<file path="config.mk">
export PLATFORM = sky130hd
export DESIGN_NAME = fb_scan_addr_gen
export DESIGN_NICKNAME = d
export VERILOG_FILES = /design/src/rtl/scan_pkg.sv /design/src/rtl/scan_credit_ctr.sv /design/src/rtl/scan_burst_splitter.sv /design/src/rtl/scan_line_walker.sv /design/src/rtl/fb_scan_addr_gen.sv
export SDC_FILE = /design/constraint.sdc
export NUM_CORES = 1
export LEC_CHECK = 0
export ABC_AREA = 1
export BUFFER_PORTS_ARGS = -buffer_cell sky130_fd_sc_hd__buf_2
export CORE_ASPECT_RATIO = 1.1
export CORE_MARGIN = 4
export CORE_UTILIZATION = 40
export DETAILED_ROUTE_END_ITERATION = 16
export PLACE_DENSITY = 0.58
export SLEW_MARGIN = 25
export SYNTH_ARGS = -nofsm -noshare
export SYNTH_HDL_FRONTEND = slang
export SYNTH_HIERARCHICAL = 1
export SYNTH_SLANG_ARGS = --single-unit
</file>
<file path="constraint.sdc">
create_clock -name clk -period 4.9 [get_ports clk]
set_clock_uncertainty 0.1 [all_clocks]
set_input_delay 0.49 -clock clk [delete_from_list [all_inputs] [get_ports clk]]
set_output_delay 0.49 -clock clk [all_outputs]
set_load 0.1 [all_outputs]
</file>
<file path="src/rtl/scan_pkg.sv">
package scan_pkg;
   typedef enum logic [1:0] {
      SC_IDLE = 2'd0,
      SC_RUN  = 2'd1,
      SC_DONE = 2'd2
   } scan_state_e;
endpackage

</file>
<file path="src/rtl/scan_credit_ctr.sv">
module scan_credit_ctr #(
   parameter int MAX_OUTST = 4,
   localparam int CW = (MAX_OUTST > 0) ? $clog2(MAX_OUTST + 1) : 1
) (
   input  logic          clk,
   input  logic          rst_n,
   input  logic          issue,
   input  logic          retire,
   output logic          can_issue,
   output logic [CW-1:0] outst
);
   generate
      if (MAX_OUTST > 0) begin : g_limited
         logic [CW-1:0] cnt_q;
         logic          inc, dec;
         assign inc = issue;
         assign dec = retire && (cnt_q != '0);
         always_ff @(posedge clk or negedge rst_n) begin
            if (!rst_n) begin
               cnt_q <= '0;
            end else if (inc && !dec) begin
               cnt_q <= cnt_q + 1'b1;
            end else if (dec && !inc) begin
               cnt_q <= cnt_q - 1'b1;
            end
         end
         assign can_issue = (cnt_q < CW'(MAX_OUTST));
         assign outst     = cnt_q;
      end else begin : g_unlimited
         assign can_issue = 1'b1;
         assign outst     = '0;
      end
   endgenerate
endmodule

</file>
<file path="src/rtl/scan_burst_splitter.sv">
module scan_burst_splitter #(
   parameter int ADDR_W     = 32,
   parameter int BEATS_W    = 14,
   parameter int MAX_BURST  = 16,
   parameter int BEAT_BYTES = 8,
   localparam int BL_W      = $clog2(MAX_BURST),
   localparam int BEAT_SH   = $clog2(BEAT_BYTES)
) (
   input  logic               clk,
   input  logic               rst_n,
   input  logic               load,
   input  logic [ADDR_W-1:0]  load_addr,
   input  logic [BEATS_W-1:0] load_beats,
   input  logic               take,
   output logic [ADDR_W-1:0]  cur_addr,
   output logic [BL_W-1:0]    burst_m1,
   output logic               last_burst,
   output logic               empty
);
   logic [ADDR_W-1:0]  addr_q;
   logic [BEATS_W-1:0] left_q;
   logic [BEATS_W-1:0] burst;
   logic               cap;

   assign cap        = (left_q >= BEATS_W'(MAX_BURST));
   assign burst      = cap ? BEATS_W'(MAX_BURST) : left_q;
   assign empty      = (left_q == '0);
   assign last_burst = !empty && !(left_q > BEATS_W'(MAX_BURST));
   assign burst_m1   = BL_W'(burst - 1'b1);
   assign cur_addr   = addr_q;

   always_ff @(posedge clk or negedge rst_n) begin
      if (!rst_n) begin
         addr_q <= '0;
         left_q <= '0;
      end else if (load) begin
         addr_q <= load_addr;
         left_q <= load_beats;
      end else if (take) begin
         addr_q <= addr_q + (ADDR_W'(burst) << BEAT_SH);
         left_q <= left_q - burst;
      end
   end
endmodule

</file>
<file path="src/rtl/scan_line_walker.sv">
module scan_line_walker #(
   parameter int ADDR_W     = 32,
   parameter int LEN_W      = 16,
   parameter int LCNT_W     = 12,
   parameter int BEAT_BYTES = 8,
   localparam int BEAT_SH   = $clog2(BEAT_BYTES),
   localparam int BEATS_W   = LEN_W - BEAT_SH + 1
) (
   input  logic               clk,
   input  logic               rst_n,
   input  logic               start,
   input  logic [ADDR_W-1:0]  cfg_base,
   input  logic [LEN_W-1:0]   cfg_line_bytes,
   input  logic [LEN_W-1:0]   cfg_pitch,
   input  logic [LCNT_W-1:0]  cfg_lines_m1,
   input  logic               advance,
   output logic [BEATS_W-1:0] start_beats,
   output logic [BEATS_W-1:0] line_beats,
   output logic [ADDR_W-1:0]  next_addr,
   output logic               is_last_line
);
   logic [ADDR_W-1:0]  line_addr_q;
   logic [LEN_W-1:0]   pitch_q;
   logic [LCNT_W-1:0]  lines_m1_q;
   logic [LCNT_W-1:0]  idx_q;
   logic [BEATS_W-1:0] beats_q;
   logic [LEN_W:0]     len_round;

   assign len_round    = {1'b0, cfg_line_bytes} + (LEN_W+1)'(BEAT_BYTES - 1);
   assign start_beats  = BEATS_W'(len_round >> BEAT_SH);
   assign line_beats   = beats_q;
   assign next_addr    = line_addr_q + ADDR_W'(pitch_q);
   assign is_last_line = (idx_q == lines_m1_q);

   always_ff @(posedge clk or negedge rst_n) begin
      if (!rst_n) begin
         line_addr_q <= '0;
         pitch_q     <= '0;
         lines_m1_q  <= '0;
         idx_q       <= '0;
         beats_q     <= '0;
      end else if (start) begin
         line_addr_q <= cfg_base;
         pitch_q     <= cfg_pitch;
         lines_m1_q  <= cfg_lines_m1;
         idx_q       <= '0;
         beats_q     <= start_beats;
      end else if (advance) begin
         line_addr_q <= next_addr;
         idx_q       <= idx_q + 1'b1;
      end
   end
endmodule

</file>
<file path="src/rtl/fb_scan_addr_gen.sv">
module fb_scan_addr_gen #(
   parameter int ADDR_W     = 32,
   parameter int LEN_W      = 16,
   parameter int LCNT_W     = 12,
   parameter int BEAT_BYTES = 8,
   parameter int MAX_BURST  = 16,
   parameter int MAX_OUTST  = 4,
   localparam int BL_W      = $clog2(MAX_BURST),
   localparam int BEAT_SH   = $clog2(BEAT_BYTES),
   localparam int BEATS_W   = LEN_W - BEAT_SH + 1
) (
   input  logic              clk,
   input  logic              rst_n,
   input  logic [ADDR_W-1:0] cfg_base,
   input  logic [LEN_W-1:0]  cfg_line_bytes,
   input  logic [LEN_W-1:0]  cfg_pitch,
   input  logic [LCNT_W-1:0] cfg_lines_m1,
   input  logic              frame_start,
   output logic              req_valid,
   input  logic              req_ready,
   output logic [ADDR_W-1:0] req_addr,
   output logic [BL_W-1:0]   req_len,
   input  logic              cpl_pulse,
   output logic              done
);
   import scan_pkg::*;

   generate
      if (BEAT_BYTES != (1 << BEAT_SH)) begin : g_bad_beat
         $error("BEAT_BYTES must be a power of two");
      end
      if (MAX_BURST != (1 << BL_W) || MAX_BURST < 2) begin : g_bad_burst
         $error("MAX_BURST must be a power of two of at least 2");
      end
      if (LEN_W <= BEAT_SH) begin : g_bad_len
         $error("LEN_W must exceed log2(BEAT_BYTES)");
      end
   endgenerate

   localparam int CW = (MAX_OUTST > 0) ? $clog2(MAX_OUTST + 1) : 1;

   scan_state_e        st_q, st_d;
   logic               hs, line_end, split_load, walk_adv;
   logic               can_issue, last_burst, empty, is_last_line;
   logic [CW-1:0]      outst;
   logic [BEATS_W-1:0] start_beats, line_beats, load_beats;
   logic [ADDR_W-1:0]  next_addr, load_addr, cur_addr;
   logic [BL_W-1:0]    burst_m1;

   assign req_valid  = (st_q == SC_RUN) && !empty && can_issue;
   assign hs         = req_valid && req_ready;
   assign line_end   = (st_q == SC_RUN) && ((hs && last_burst) || empty);
   assign split_load = frame_start || (line_end && !is_last_line);
   assign walk_adv   = !frame_start && line_end && !is_last_line;
   assign load_addr  = frame_start ? cfg_base : next_addr;
   assign load_beats = frame_start ? start_beats : line_beats;
   assign req_addr   = cur_addr;
   assign req_len    = burst_m1;
   assign done       = (st_q == SC_DONE);

   always_comb begin
      st_d = st_q;
      if (frame_start) begin
         st_d = SC_RUN;
      end else if (line_end && is_last_line) begin
         st_d = SC_DONE;
      end
   end

   always_ff @(posedge clk or negedge rst_n) begin
      if (!rst_n) begin
         st_q <= SC_IDLE;
      end else begin
         st_q <= st_d;
      end
   end

   scan_line_walker #(
      .ADDR_W(ADDR_W), .LEN_W(LEN_W), .LCNT_W(LCNT_W), .BEAT_BYTES(BEAT_BYTES)
   ) u_walker (
      .clk(clk), .rst_n(rst_n), .start(frame_start),
      .cfg_base(cfg_base), .cfg_line_bytes(cfg_line_bytes),
      .cfg_pitch(cfg_pitch), .cfg_lines_m1(cfg_lines_m1),
      .advance(walk_adv), .start_beats(start_beats), .line_beats(line_beats),
      .next_addr(next_addr), .is_last_line(is_last_line)
   );

   scan_burst_splitter #(
      .ADDR_W(ADDR_W), .BEATS_W(BEATS_W), .MAX_BURST(MAX_BURST),
      .BEAT_BYTES(BEAT_BYTES)
   ) u_split (
      .clk(clk), .rst_n(rst_n), .load(split_load), .load_addr(load_addr),
      .load_beats(load_beats), .take(hs), .cur_addr(cur_addr),
      .burst_m1(burst_m1), .last_burst(last_burst), .empty(empty)
   );

   scan_credit_ctr #(.MAX_OUTST(MAX_OUTST)) u_credit (
      .clk(clk), .rst_n(rst_n), .issue(hs), .retire(cpl_pulse),
      .can_issue(can_issue), .outst(outst)
   );
endmodule

</file>
# Word level (Yosys, flattened, before mapping)
# Index checks and enable logic that the tools add are counted.
# totals
ff_bits,137
latchBits,0
ram_bits,0
romBits,0
input_bits,81
output_inout_bits,38
word_cells,65
n_memories,0
# op_classes
addsub,8
multipliers,0
div_mod_pow,0
magnitude_cmp,3
n_eq_ne,3
shifts,0
n_mux,15
n_bitwise,0
reduce_logical,27
# ops
op,count
$mux W32,5
$mux W14,4
$add A32 B16 Y32,1
$add A32 B17 Y32,1
$mux W12,2
$add A16 B3 Y17 const B,1
$ge A14 B5 Y1 const B,1
$gt A14 B5 Y1 const B,1
$logic_not A14 Y1,1
$sub A14 B14 Y14,1
$logic_and A1 B1 Y1,13
$add A12 B1 Y12 const B,1
$eq A12 B12 Y1,1
$reduce_bool A2 Y1,4
$logic_not A1 Y1,6
$mux W3,2
$mux W2,2
$sub A4 B1 Y4 const B,1
$add A3 B1 Y3 const B,1
$lt A3 B3 Y1 const B,1
$reduce_bool A3 Y1,1
$sub A3 B1 Y3 const B,1
$eq A2 B1 Y1 const B,1
$eq A2 B2 Y1 const B,1
$logic_or A1 B1 Y1,2

# Logic depth before layout (Yosys ltp)
# Gate-level depths: netlist of run 1.
# depth
word_depth,12
depth_mapped,21
ltp_nobuf,20

# By module
# The synthesis of run 1 kept the hierarchy.
# modules_own_cells
mod,instances,cells_per_inst,area_each_um2,seq_area_each_um2
scan_line_walker,1,829,5759.3,2152.1
scan_burst_splitter,1,521,3629.7,1151.1
fb_scan_addr_gen,1,168,732.0,50.0
scan_credit_ctr,1,20,178.9,75.1

# Least setup slack after synthesis of run 1
# Ideal clock, no wire load.
# synth_path
kind,register to output
from,register u_split.left_q[10]
to,output req_len[2]
arrival_time_ns,3.324
t_required_ns,4.310
setup_slack_ns,0.986
stages_incl_launch_ff,10
n_path_buf,1
cell_sequence,dfrtp_1 -> nor2_2 -> nand2_2 -> nor2_4 -> nand2_4 -> buf_6 -> nor2_1 -> inv_1 -> ha_1 -> xor2_1
# synth_between
elab_chain_cells,3
# synth_lines
item,line,rtl
"start, declared",scan_burst_splitter.sv:21,logic [BEATS_W-1:0] left_q;
"start signal, assigned",scan_burst_splitter.sv:38,left_q <= load_beats;
"start signal, assigned",scan_burst_splitter.sv:41,left_q <= left_q - burst;
$ge A14 B5 Y1,scan_burst_splitter.sv:25,assign cap = (left_q >= BEATS_W'(MAX_BURST));
$mux W14,scan_burst_splitter.sv:26,assign burst = cap ? BEATS_W'(MAX_BURST) : left_q;
$sub A4 B1 Y4,scan_burst_splitter.sv:29,assign burst_m1 = BL_W'(burst - 1'b1);
"end, declared",fb_scan_addr_gen.sv:22,"output logic [BL_W-1:0] req_len,"
# No other way between the ends.

# Worst setup path after layout of run 1
# layout_path
from,register u_split.left_q[10]
to,register u_split.left_q[9]
# layout_between
word_cells_on_any_way,19
cone_classes,add/sub: 1; order compare: 2; mux: 3; reduce/logical: 13
# layout_lines
item,line,rtl
$gt A14 B5 Y1 / $logic_not A14 Y1 (equally long branches),"scan_burst_splitter.sv:28, scan_burst_splitter.sv:27",
$logic_not A1 Y1,scan_burst_splitter.sv:28,assign last_burst = !empty && !(left_q > BEATS_W'(MAX_BURST));
$logic_and A1 B1 Y1 (*),scan_burst_splitter.sv:28,
named net last_burst,fb_scan_addr_gen.sv:44,"logic can_issue, last_burst, empty, is_last_line;"
$logic_and A1 B1 Y1 (*),fb_scan_addr_gen.sv:52,assign line_end = (st_q == SC_RUN) && ((hs && last_burst) || empty);
$logic_or A1 B1 Y1 (*),fb_scan_addr_gen.sv:52,
$logic_and A1 B1 Y1 (*),fb_scan_addr_gen.sv:52,
$logic_and A1 B1 Y1 (*),fb_scan_addr_gen.sv:53,assign split_load = frame_start || (line_end && !is_last_line);
$logic_or A1 B1 Y1 (*),fb_scan_addr_gen.sv:53,
named net split_load,fb_scan_addr_gen.sv:43,"logic hs, line_end, split_load, walk_adv;"
$mux W14 / $reduce_bool A2 Y1 (equally long branches),-,
# The timed path passes the listed nets; every way through them passes the cells marked *. The select of a mux whose other input is x is not followed.
# A chain may end at the register's enable or synchronous reset.

==> metrics.txt, run 1 <==
# TYPE chip_impl_metric gauge
chip_impl_metric{name="dp_slack",unit="ns"} 1.338
chip_impl_metric{name="timing_max_transition_violations_final",unit=""} 0
chip_impl_info{name="crit_chain",value="nor2_2, nand2_2, nor2_1, nand2_1, a211oi_1, nand3_2, nand2_2, nand2_1, o21ai_4, nor2_2, buf_4, inv_1, o221ai_1"} 1
chip_impl_metric{name="timing.final.crit_share",unit=""} 0.7336
chip_impl_metric{name="first_pass_iters",unit=""} 5
chip_impl_metric{name="insertion_delay",unit="ns"} 0.43
chip_impl_info{name="crit_start",value="u_split/left_q[10]"} 1
chip_impl_metric{name="fill_cells",unit=""} 2690
chip_impl_metric{name="clk_path_buf_depth",unit=""} 2
chip_impl_metric{name="drtAntennaViolNets",unit=""} 0
chip_impl_metric{name="transition_time_at_the_pin_with_the_least_slew_margin",unit="ns"} 0.8984
chip_impl_metric{name="num-nets-final",unit=""} 1772
chip_impl_info{name="clock_tree.root_cell",value="clkbuf_16"} 1
chip_impl_metric{name="seq_power_share",unit=""} 0.305
chip_impl_metric{name="synth.ff_latch_count",unit=""} 137
chip_impl_info{name="worst_setup_path_start_kind",value="register"} 1
chip_impl_metric{name="clock_sinks",unit=""} 137
chip_impl_info{name="regToRegEndpoint",value="u_split/left_q[9]"} 1
chip_impl_info{name="synth_ff_type",value="dfrtp_1"} 1
chip_impl_metric{name="switching_power_as_a_share_of_total_power",unit=""} 0.4818
chip_impl_info{name="crit_path_top_delay_cell",value="o21ai_4"} 1
chip_impl_metric{name="hold_violations",unit=""} 0
chip_impl_metric{name="globalRouteTotalUtil",unit=""} 0.2207
chip_impl_metric{name="ff2ff_path_depth",unit=""} 13
chip_impl_metric{name="cap_viol_max_count",unit=""} 0
chip_impl_metric{name="synth_cells",unit=""} 1538
chip_impl_metric{name="total_leakage_power",unit="nW"} 6.227
chip_impl_metric{name="met2_wirelength",unit="mm"} 13.99
chip_impl_info{name="regToRegStartpoint",value="u_split/left_q[10]"} 1
chip_impl_metric{name="route.vias.total",unit=""} 10038
chip_impl_metric{name="grt_antenna_before_repair",unit=""} 0
chip_impl_metric{name="reg2reg_setup_slack",unit="ns"} 1.31
chip_impl_metric{name="yosys_warnings",unit=""} 6
chip_impl_metric{name="drt-vias-per-instance",unit=""} 4.987
chip_impl_metric{name="cts.repair_timing.setup_buffer_count",unit=""} 0
chip_impl_metric{name="grt_first_pass_wirelength",unit="mm"} 50.00
chip_impl_metric{name="floorplan.die_area",unit="sq um"} 28380
chip_impl_metric{name="max_stage_delay",unit="ns"} 0.59
chip_impl_metric{name="die_h",unit="microns"} 176.3
chip_impl_metric{name="number_of_enable_type_register_cells_in_the_synthesized_netlist",unit=""} 0
chip_impl_metric{name="comb_power_share",unit=""} 0.436
chip_impl_metric{name="final.min_clock_period",unit="ns"} 3.595
chip_impl_metric{name="worst-endpoint-required",unit="ns"} 5.06
chip_impl_metric{name="yosysSeqAreaShare",unit=""} 0.3328
chip_impl_info{name="rsz0062_at_grt",value="no"} 1
chip_impl_metric{name="post_detailed_route_drc_marker_count",unit=""} 0
chip_impl_metric{name="synthesis.area",unit="sq um"} 10300
chip_impl_metric{name="htree_levels",unit=""} 4
chip_impl_metric{name="syn2layout_area_growth",unit="%"} 15.01
chip_impl_metric{name="fmax",unit="MHz"} 278.2
chip_impl_metric{name="cts.clk_slew.worst_paths",unit="ns"} 0.07
chip_impl_metric{name="std_cell_rows",unit=""} 61
chip_impl_info{name="endpoint",value="u_split/left_q[9]"} 1
chip_impl_info{name="critPathCaptureType",value="register"} 1
chip_impl_metric{name="cts_buffers",unit=""} 17
chip_impl_metric{name="number_of_drc_markers_after_the_initial_detailed_route_iteration",unit=""} 681
chip_impl_info{name="criticalPathCategory",value="reg2reg"} 1
chip_impl_metric{name="cellInternalPower",unit="W"} 0.002598
chip_impl_info{name="holdCritPathClass",value="in2async"} 1
chip_impl_metric{name="avgSynthCellArea",unit="sq um"} 6.697
chip_impl_metric{name="wl_met1",unit="mm"} 15.05
chip_impl_metric{name="met3_wirelength",unit="mm"} 1.188
chip_impl_metric{name="netSwitchingPower",unit="W"} 0.002415
chip_impl_info{name="final_common_cell",value="nand2_1"} 1
chip_impl_metric{name="maximum_number_of_pins_on_one_net_before_global_route_repair",unit=""} 95
chip_impl_metric{name="multi_input_comb_area",unit="sq um"} 6052
chip_impl_metric{name="crit_cells",unit=""} 13
chip_impl_metric{name="power.clock.fraction",unit=""} 0.259
chip_impl_metric{name="critPathBufInv",unit=""} 2
chip_impl_metric{name="finalSetupViolCount",unit=""} 0
chip_impl_metric{name="placeableCoreArea",unit="sq um"} 25340
chip_impl_metric{name="routed_wl",unit="mm"} 30.92
chip_impl_metric{name="hpwlAfterDp",unit="mm"} 23.53
chip_impl_metric{name="post_cts_hold_buffer_count",unit=""} 0
chip_impl_metric{name="drive_gt1_frac",unit=""} 0.1524
chip_impl_metric{name="die_w",unit="microns"} 161
chip_impl_info{name="layout.cells.most_common_list",value="613 x nand2_1, 158 x inv_1, 137 x dfrtp_1, 116 x buf_2, 90 x nand3_1"} 1
chip_impl_metric{name="via_count_of_the_first_global_routing_pass",unit=""} 9516
chip_impl_info{name="run_status",value="finished, final reports clean"} 1
chip_impl_metric{name="final_sum_of_negative_setup_slack",unit="ns"} 0
chip_impl_metric{name="synth.distinct_cells",unit=""} 52
chip_impl_metric{name="initial_core_util",unit=""} 0.4065
chip_impl_metric{name="power.density",unit="nW/um^2"} 423.2
chip_impl_metric{name="wire_per_inst",unit="microns"} 15.36
chip_impl_metric{name="irDropWorstVdd",unit="uV"} 250.7
chip_impl_metric{name="max_slew_margin",unit=""} 0.4010
chip_impl_info{name="timing.critical_path.max_delay_family",value="compound AO/OA/AOI/OAI gates"} 1
chip_impl_metric{name="cp_max_fo",unit=""} 25
chip_impl_metric{name="number_of_diodes",unit=""} 0
chip_impl_metric{name="i_o_pin_count",unit=""} 119
chip_impl_info{name="tritoncts",value="yes"} 1
chip_impl_metric{name="placement.io_buffers",unit=""} 118
chip_impl_metric{name="grt_overflow",unit=""} 0
chip_impl_metric{name="cts_resized",unit=""} 0
chip_impl_info{name="maxUsedRoutingLayer",value="met4"} 1
chip_impl_metric{name="area.sequential",unit="sq um"} 3428
chip_impl_metric{name="timing.final.ws_setup",unit="ns"} 1.305
chip_impl_metric{name="globalplace.congestion",unit=""} 0.9930
chip_impl_metric{name="critical_path_arrival",unit="ns"} 3.75
chip_impl_metric{name="synth_async_sr_flop_share",unit=""} 1.000
==> worst min-delay path by stage <==
stage	startpoint	end	slack, ns	cells after the start
3_5_place_dp	u_walker/line_beats[12]	u_walker/line_beats[12]	0.37	2
4_1_cts	rst_n	u_walker/pitch_q[5]	0.1	1
3_3_place_gp	u_walker/pitch_q[10]	u_walker/pitch_q[10]	0.36	2
6_report	rst_n	u_walker/line_addr_q[7]	0.07	1
2_1_floorplan	rst_n	st_q[0]	0.09	0
5_1_grt	rst_n	u_walker/pitch_q[5]	0.15	1
==> cells in the mapped netlist (13+ instances only) <==
cell type  count  share of area
nand4_1       29          0.018
o21ai_0       37          0.018
nand2_2       30          0.018
and2_1        21          0.013
inv_2         17         0.0062
o21ai_1       19         0.0092
nand3_1       90          0.044
nor2_2        14         0.0085
a22oi_1       50          0.036
xnor2_1       24          0.020
ha_1          34          0.041
nor3_1        16         0.0078
clkbuf_1      21         0.0077
o211ai_1      13         0.0095
dfrtp_1      137           0.33
xor2_1        13          0.011
nor2_1        77          0.028
a21oi_1       43          0.021
nand2_1      613           0.22
inv_1        158          0.058
==> logic make-up after synthesis <==
logic type	synth area share
AO/OA/AOI/OAI	0.1052
XOR/XNOR	0.03304
adder cells (fa/ha/maj)	0.04713
buffers and inverters	0.08370
flip-flops	0.3328
other	0.0007291
AND/OR/NAND/NOR	0.3974
==> power groups by stage <==
| stage | Combinational (W) | Sequential (W) | Clock, W |
|---|---|---|---|
| final | 0.00218 | 0.00153 | 0.00130 |
| after global routing | 0.00239 | 0.00156 | 0.00139 |
| after CTS | 0.00217 | 0.00153 | 0.00134 |
| after detailed placement | 0.00216 | 0.00155 | 0 |
| after global placement | 0.00215 | 0.00155 | 0 |
| after floorplan | 0.00114 | 0.00204 | 0 |
==> registers in the layout, indices dropped and copies added (netlist names) <==
| signal | count |
|---|---|
| u_credit/outst | 3 |
| u_walker/pitch_q | 16 |
| u_split/left_q | 14 |
| st_q | 2 |
| u_walker/line_beats | 14 |
| u_split/cur_addr | 32 |
| u_walker/line_addr_q | 32 |
| u_walker/idx_q | 12 |
| u_walker/lines_m1_q | 12 |
==> area by class of cell <==
class / instances / share of cell area
well taps: 346 / 0.03654
inverters: 177 / 0.05608
multi-input cells: 1191 / 0.5109
repair buffers: 130 / 0.05820
flip-flops and latches: 137 / 0.2894
clock buffers: 17 / 0.03591
clock inverters: 15 / 0.01299
==> metal layers <==
layer	GRT usage	up-vias
li1	-	5155
met1	0.3155	4632
met2	0.3506	213
met3	0.02919	38
met4	0.06648	0
met5	0	-
==> worst reg2reg max path, delay by kind of cell, from the launching register on <==
kind,cells,cell delay (ns)
AO/OA/AOI/OAI,3,1.15
buffers and inverters,2,0.81
flip-flops,1,0.43
AND/OR/NAND/NOR,8,0.92
==> through the flow <==
| step | power [W] | utilization | instances | cell area, sq um | hold WS (ns) |
|---|---|---|---|---|---|
| global route | 0.005342 | 0.4675 | 2013 | 11850 | 0.1452 |
| finish | 0.005013 | 0.4675 | 2013 | 11850 | 0.07265 |
| detailed placement | 0.003708 | 0.4446 | 1981 | 11270 | 0.3653 |
| CTS | 0.005031 | 0.4675 | 2013 | 11850 | 0.09624 |
| global placement | 0.003698 | 0.4446 | 1981 | 11270 | 0.3610 |
| floorplan | 0.003180 | - | 1546 | 10330 | 0.09441 |
Note: power is estimated with default switching activity, not from simulation.
==> inputs of run 2 (changes only) <==
- PLACE_DENSITY: 0.58 -> 0.6
- clock period: 4.9 -> 2.9 ns (I/O delays scaled with it)
==> metrics.txt, run 2 (synthesis results as in run 1) <==
# TYPE chip_impl_metric gauge
chip_impl_metric{name="clk_path_buf_depth",unit=""} 2
chip_impl_metric{name="transition_time_at_the_pin_with_the_least_slew_margin",unit="ns"} 0.6031
chip_impl_metric{name="fmax",unit="MHz"} 365.6
chip_impl_metric{name="floorplan.die_area",unit="sq um"} 28380
chip_impl_info{name="layout.cells.most_common_list",value="607 x nand2_1, 155 x inv_1, 137 x dfrtp_1, 114 x buf_2, 89 x nand3_1"} 1
chip_impl_metric{name="finalSetupViolCount",unit=""} 0
chip_impl_metric{name="irDropWorstVdd",unit="uV"} 387.1
chip_impl_metric{name="i_o_pin_count",unit=""} 119
chip_impl_metric{name="die_w",unit="microns"} 161
chip_impl_metric{name="area.sequential",unit="sq um"} 3428
chip_impl_info{name="crit_start",value="u_split/left_q[11]"} 1
chip_impl_metric{name="final_sum_of_negative_setup_slack",unit="ns"} 0
chip_impl_metric{name="via_count_of_the_first_global_routing_pass",unit=""} 10149
chip_impl_info{name="worst_setup_path_start_kind",value="register"} 1
chip_impl_metric{name="routed_wl",unit="mm"} 30.49
chip_impl_info{name="clock_tree.root_cell",value="clkbuf_16"} 1
chip_impl_metric{name="place_inst",unit=""} 1996
chip_impl_metric{name="final_cells",unit=""} 2068
chip_impl_info{name="timing.hold.worst.start",value="cfg_base[7]"} 1
chip_impl_metric{name="ff2ff_path_depth",unit=""} 15
chip_impl_metric{name="timing.final.crit_share",unit=""} 0.9431
chip_impl_metric{name="max_slew_margin",unit=""} 0.5980
chip_impl_metric{name="multi_input_comb_area",unit="sq um"} 6145
chip_impl_metric{name="wire_per_inst",unit="microns"} 14.75
chip_impl_metric{name="fill_cells",unit=""} 2605
chip_impl_metric{name="std_cell_rows",unit=""} 61
chip_impl_metric{name="clock_sinks",unit=""} 137
chip_impl_metric{name="cts_buffers",unit=""} 17
chip_impl_info{name="final_common_cell",value="nand2_1"} 1
chip_impl_metric{name="grt_first_pass_wirelength",unit="mm"} 50.80
chip_impl_metric{name="initial_core_util",unit=""} 0.4065
chip_impl_metric{name="timing.hold.worst_path_depth",unit=""} 3
chip_impl_info{name="rsz0062_at_grt",value="yes"} 1
chip_impl_info{name="tritoncts",value="yes"} 1
chip_impl_metric{name="insertion_delay",unit="ns"} 0.43
chip_impl_metric{name="final.min_clock_period",unit="ns"} 2.735
chip_impl_metric{name="placeableCoreArea",unit="sq um"} 25340
chip_impl_metric{name="power.density",unit="nW/um^2"} 687.2
chip_impl_metric{name="die_h",unit="microns"} 176.3
chip_impl_metric{name="cap_viol_max_count",unit=""} 0
chip_impl_metric{name="worst-endpoint-required",unit="ns"} 3.11
chip_impl_metric{name="globalRouteTotalUtil",unit=""} 0.2204
chip_impl_info{name="holdCritPathClass",value="in2reg"} 1
chip_impl_metric{name="hpwlAfterDp",unit="mm"} 22.91
chip_impl_info{name="criticalPathCategory",value="reg2reg"} 1
chip_impl_metric{name="cp_max_fo",unit=""} 7
chip_impl_metric{name="post_detailed_route_drc_marker_count",unit=""} 0
chip_impl_metric{name="critical_path_arrival",unit="ns"} 2.94
chip_impl_metric{name="first_pass_iters",unit=""} 5
chip_impl_metric{name="placement.io_buffers",unit=""} 118
chip_impl_metric{name="globalplace.congestion",unit=""} 0.9204
chip_impl_metric{name="number_of_diodes",unit=""} 0
chip_impl_metric{name="maximum_number_of_pins_on_one_net_before_global_route_repair",unit=""} 64
chip_impl_metric{name="cts.clk_slew.worst_paths",unit="ns"} 0.06
chip_impl_info{name="run_status",value="finished, final reports clean"} 1
chip_impl_metric{name="number_of_drc_markers_after_the_initial_detailed_route_iteration",unit=""} 622
chip_impl_metric{name="drive_gt1_frac",unit=""} 0.1731
chip_impl_metric{name="hold_violations",unit=""} 0
chip_impl_metric{name="route.vias.total",unit=""} 10342
chip_impl_info{name="critPathCaptureType",value="register"} 1
chip_impl_metric{name="htree_levels",unit=""} 4
chip_impl_metric{name="drtAntennaViolNets",unit=""} 0
chip_impl_metric{name="grt_overflow",unit=""} 0
chip_impl_metric{name="timing_max_transition_violations_final",unit=""} 0
chip_impl_metric{name="grt_antenna_before_repair",unit=""} 0
chip_impl_info{name="regToRegStartpoint",value="u_split/left_q[11]"} 1
chip_impl_metric{name="syn2layout_area_growth",unit="%"} 21.85
chip_impl_metric{name="num-nets-final",unit=""} 1827
chip_impl_metric{name="drt-vias-per-instance",unit=""} 5.001
chip_impl_metric{name="total_leakage_power",unit="nW"} 6.545
run 2: cell types whose count changed in the layout (fill, tap and decap cells not counted), sizes merged:
cell	previous run	this run
dlygate4sd3	0	32
buf	130	153
inv	184	183
clkbuf	17	18
run 2: repair_timing:
action	in CTS	in global routing
setup endpoints to repair	1	44
hold buffers	32	0
gates resized for setup	1	18
endpoints found under the hold margin	83	0
buffers inserted	0	8
pin swaps	0	4
run 2: area by class of cell:
cell class	count	area share
clock buffers	18	0.03499
repair buffers	185	0.1026
multi-input cells	1191	0.4896
flip-flops and latches	137	0.2732
inverters	177	0.05323
clock inverters	14	0.01196
well taps	346	0.03449
run 2: where the power goes:
part,total (W),internal (W),leakage [nW],switching (W)
Sequential,0.00255,0.00221,1.70,0.000331
Clock,0.00223,0.00124,0.286,0.000988
Combinational,0.00385,0.00109,4.56,0.00277
Total,0.00863,0.00454,6.54,0.00408
run 2: worst max-delay path, stage by stage, from the launching register on:
cell	delay, ns
dfrtp_1	0.42
nor2_2	0.14
nand2_2	0.11
nor2_4	0.15
nand2_4	0.10
buf_4	0.18
nor2_1	0.13
ha_2	0.33
a21oi_2	0.19
nand2_2	0.10
nand2_1	0.08
nand2_1	0.10
nand2_1	0.07
nand2_1	0.10
o21ai_0	0.20
nand3_1	0.09
run 2: per-stage QoR:
step | hold WS [ns] | util | power (W) | area [sq um] | worst slack (ns)
3_5_place_dp | 0.1955 | 0.4541 | 0.006296 | 11510 | 0.003906
6_report | 0.01988 | 0.4953 | 0.008626 | 12550 | 0.1649
4_1_cts | 0.003799 | 0.4901 | 0.008598 | 12420 | 0.001452
2_1_floorplan | -0.1056 | - | 0.005385 | 10370 | -0.03983
3_3_place_gp | 0.1987 | 0.4541 | 0.006273 | 11510 | 0.1484
5_1_grt | 0.01330 | 0.4953 | 0.009163 | 12550 | -0.07453
run 2: worst paths after layout:
path                                           end  slack (ns)
setup reg to reg              u_split/cur_addr[19]        0.16
min in group asynchronous   u_walker/lines_m1_q[8]        0.28
max in group asynchronous     u_split/cur_addr[12]        1.69
hold / removal             u_walker/line_addr_q[7]        0.02
setup / recovery              u_split/cur_addr[19]        0.16
hold reg to reg                u_split/cur_addr[2]        0.37
run 2: metal layers:
metal  GRT usage  vias to the layer above  wire, microns
met4     0.06114                        0            491
met1      0.3006                     4782          14400
met3     0.02825                       33           1180
met5           0                        -              0
met2      0.3707                      255          14420
li1            -                     5272              -
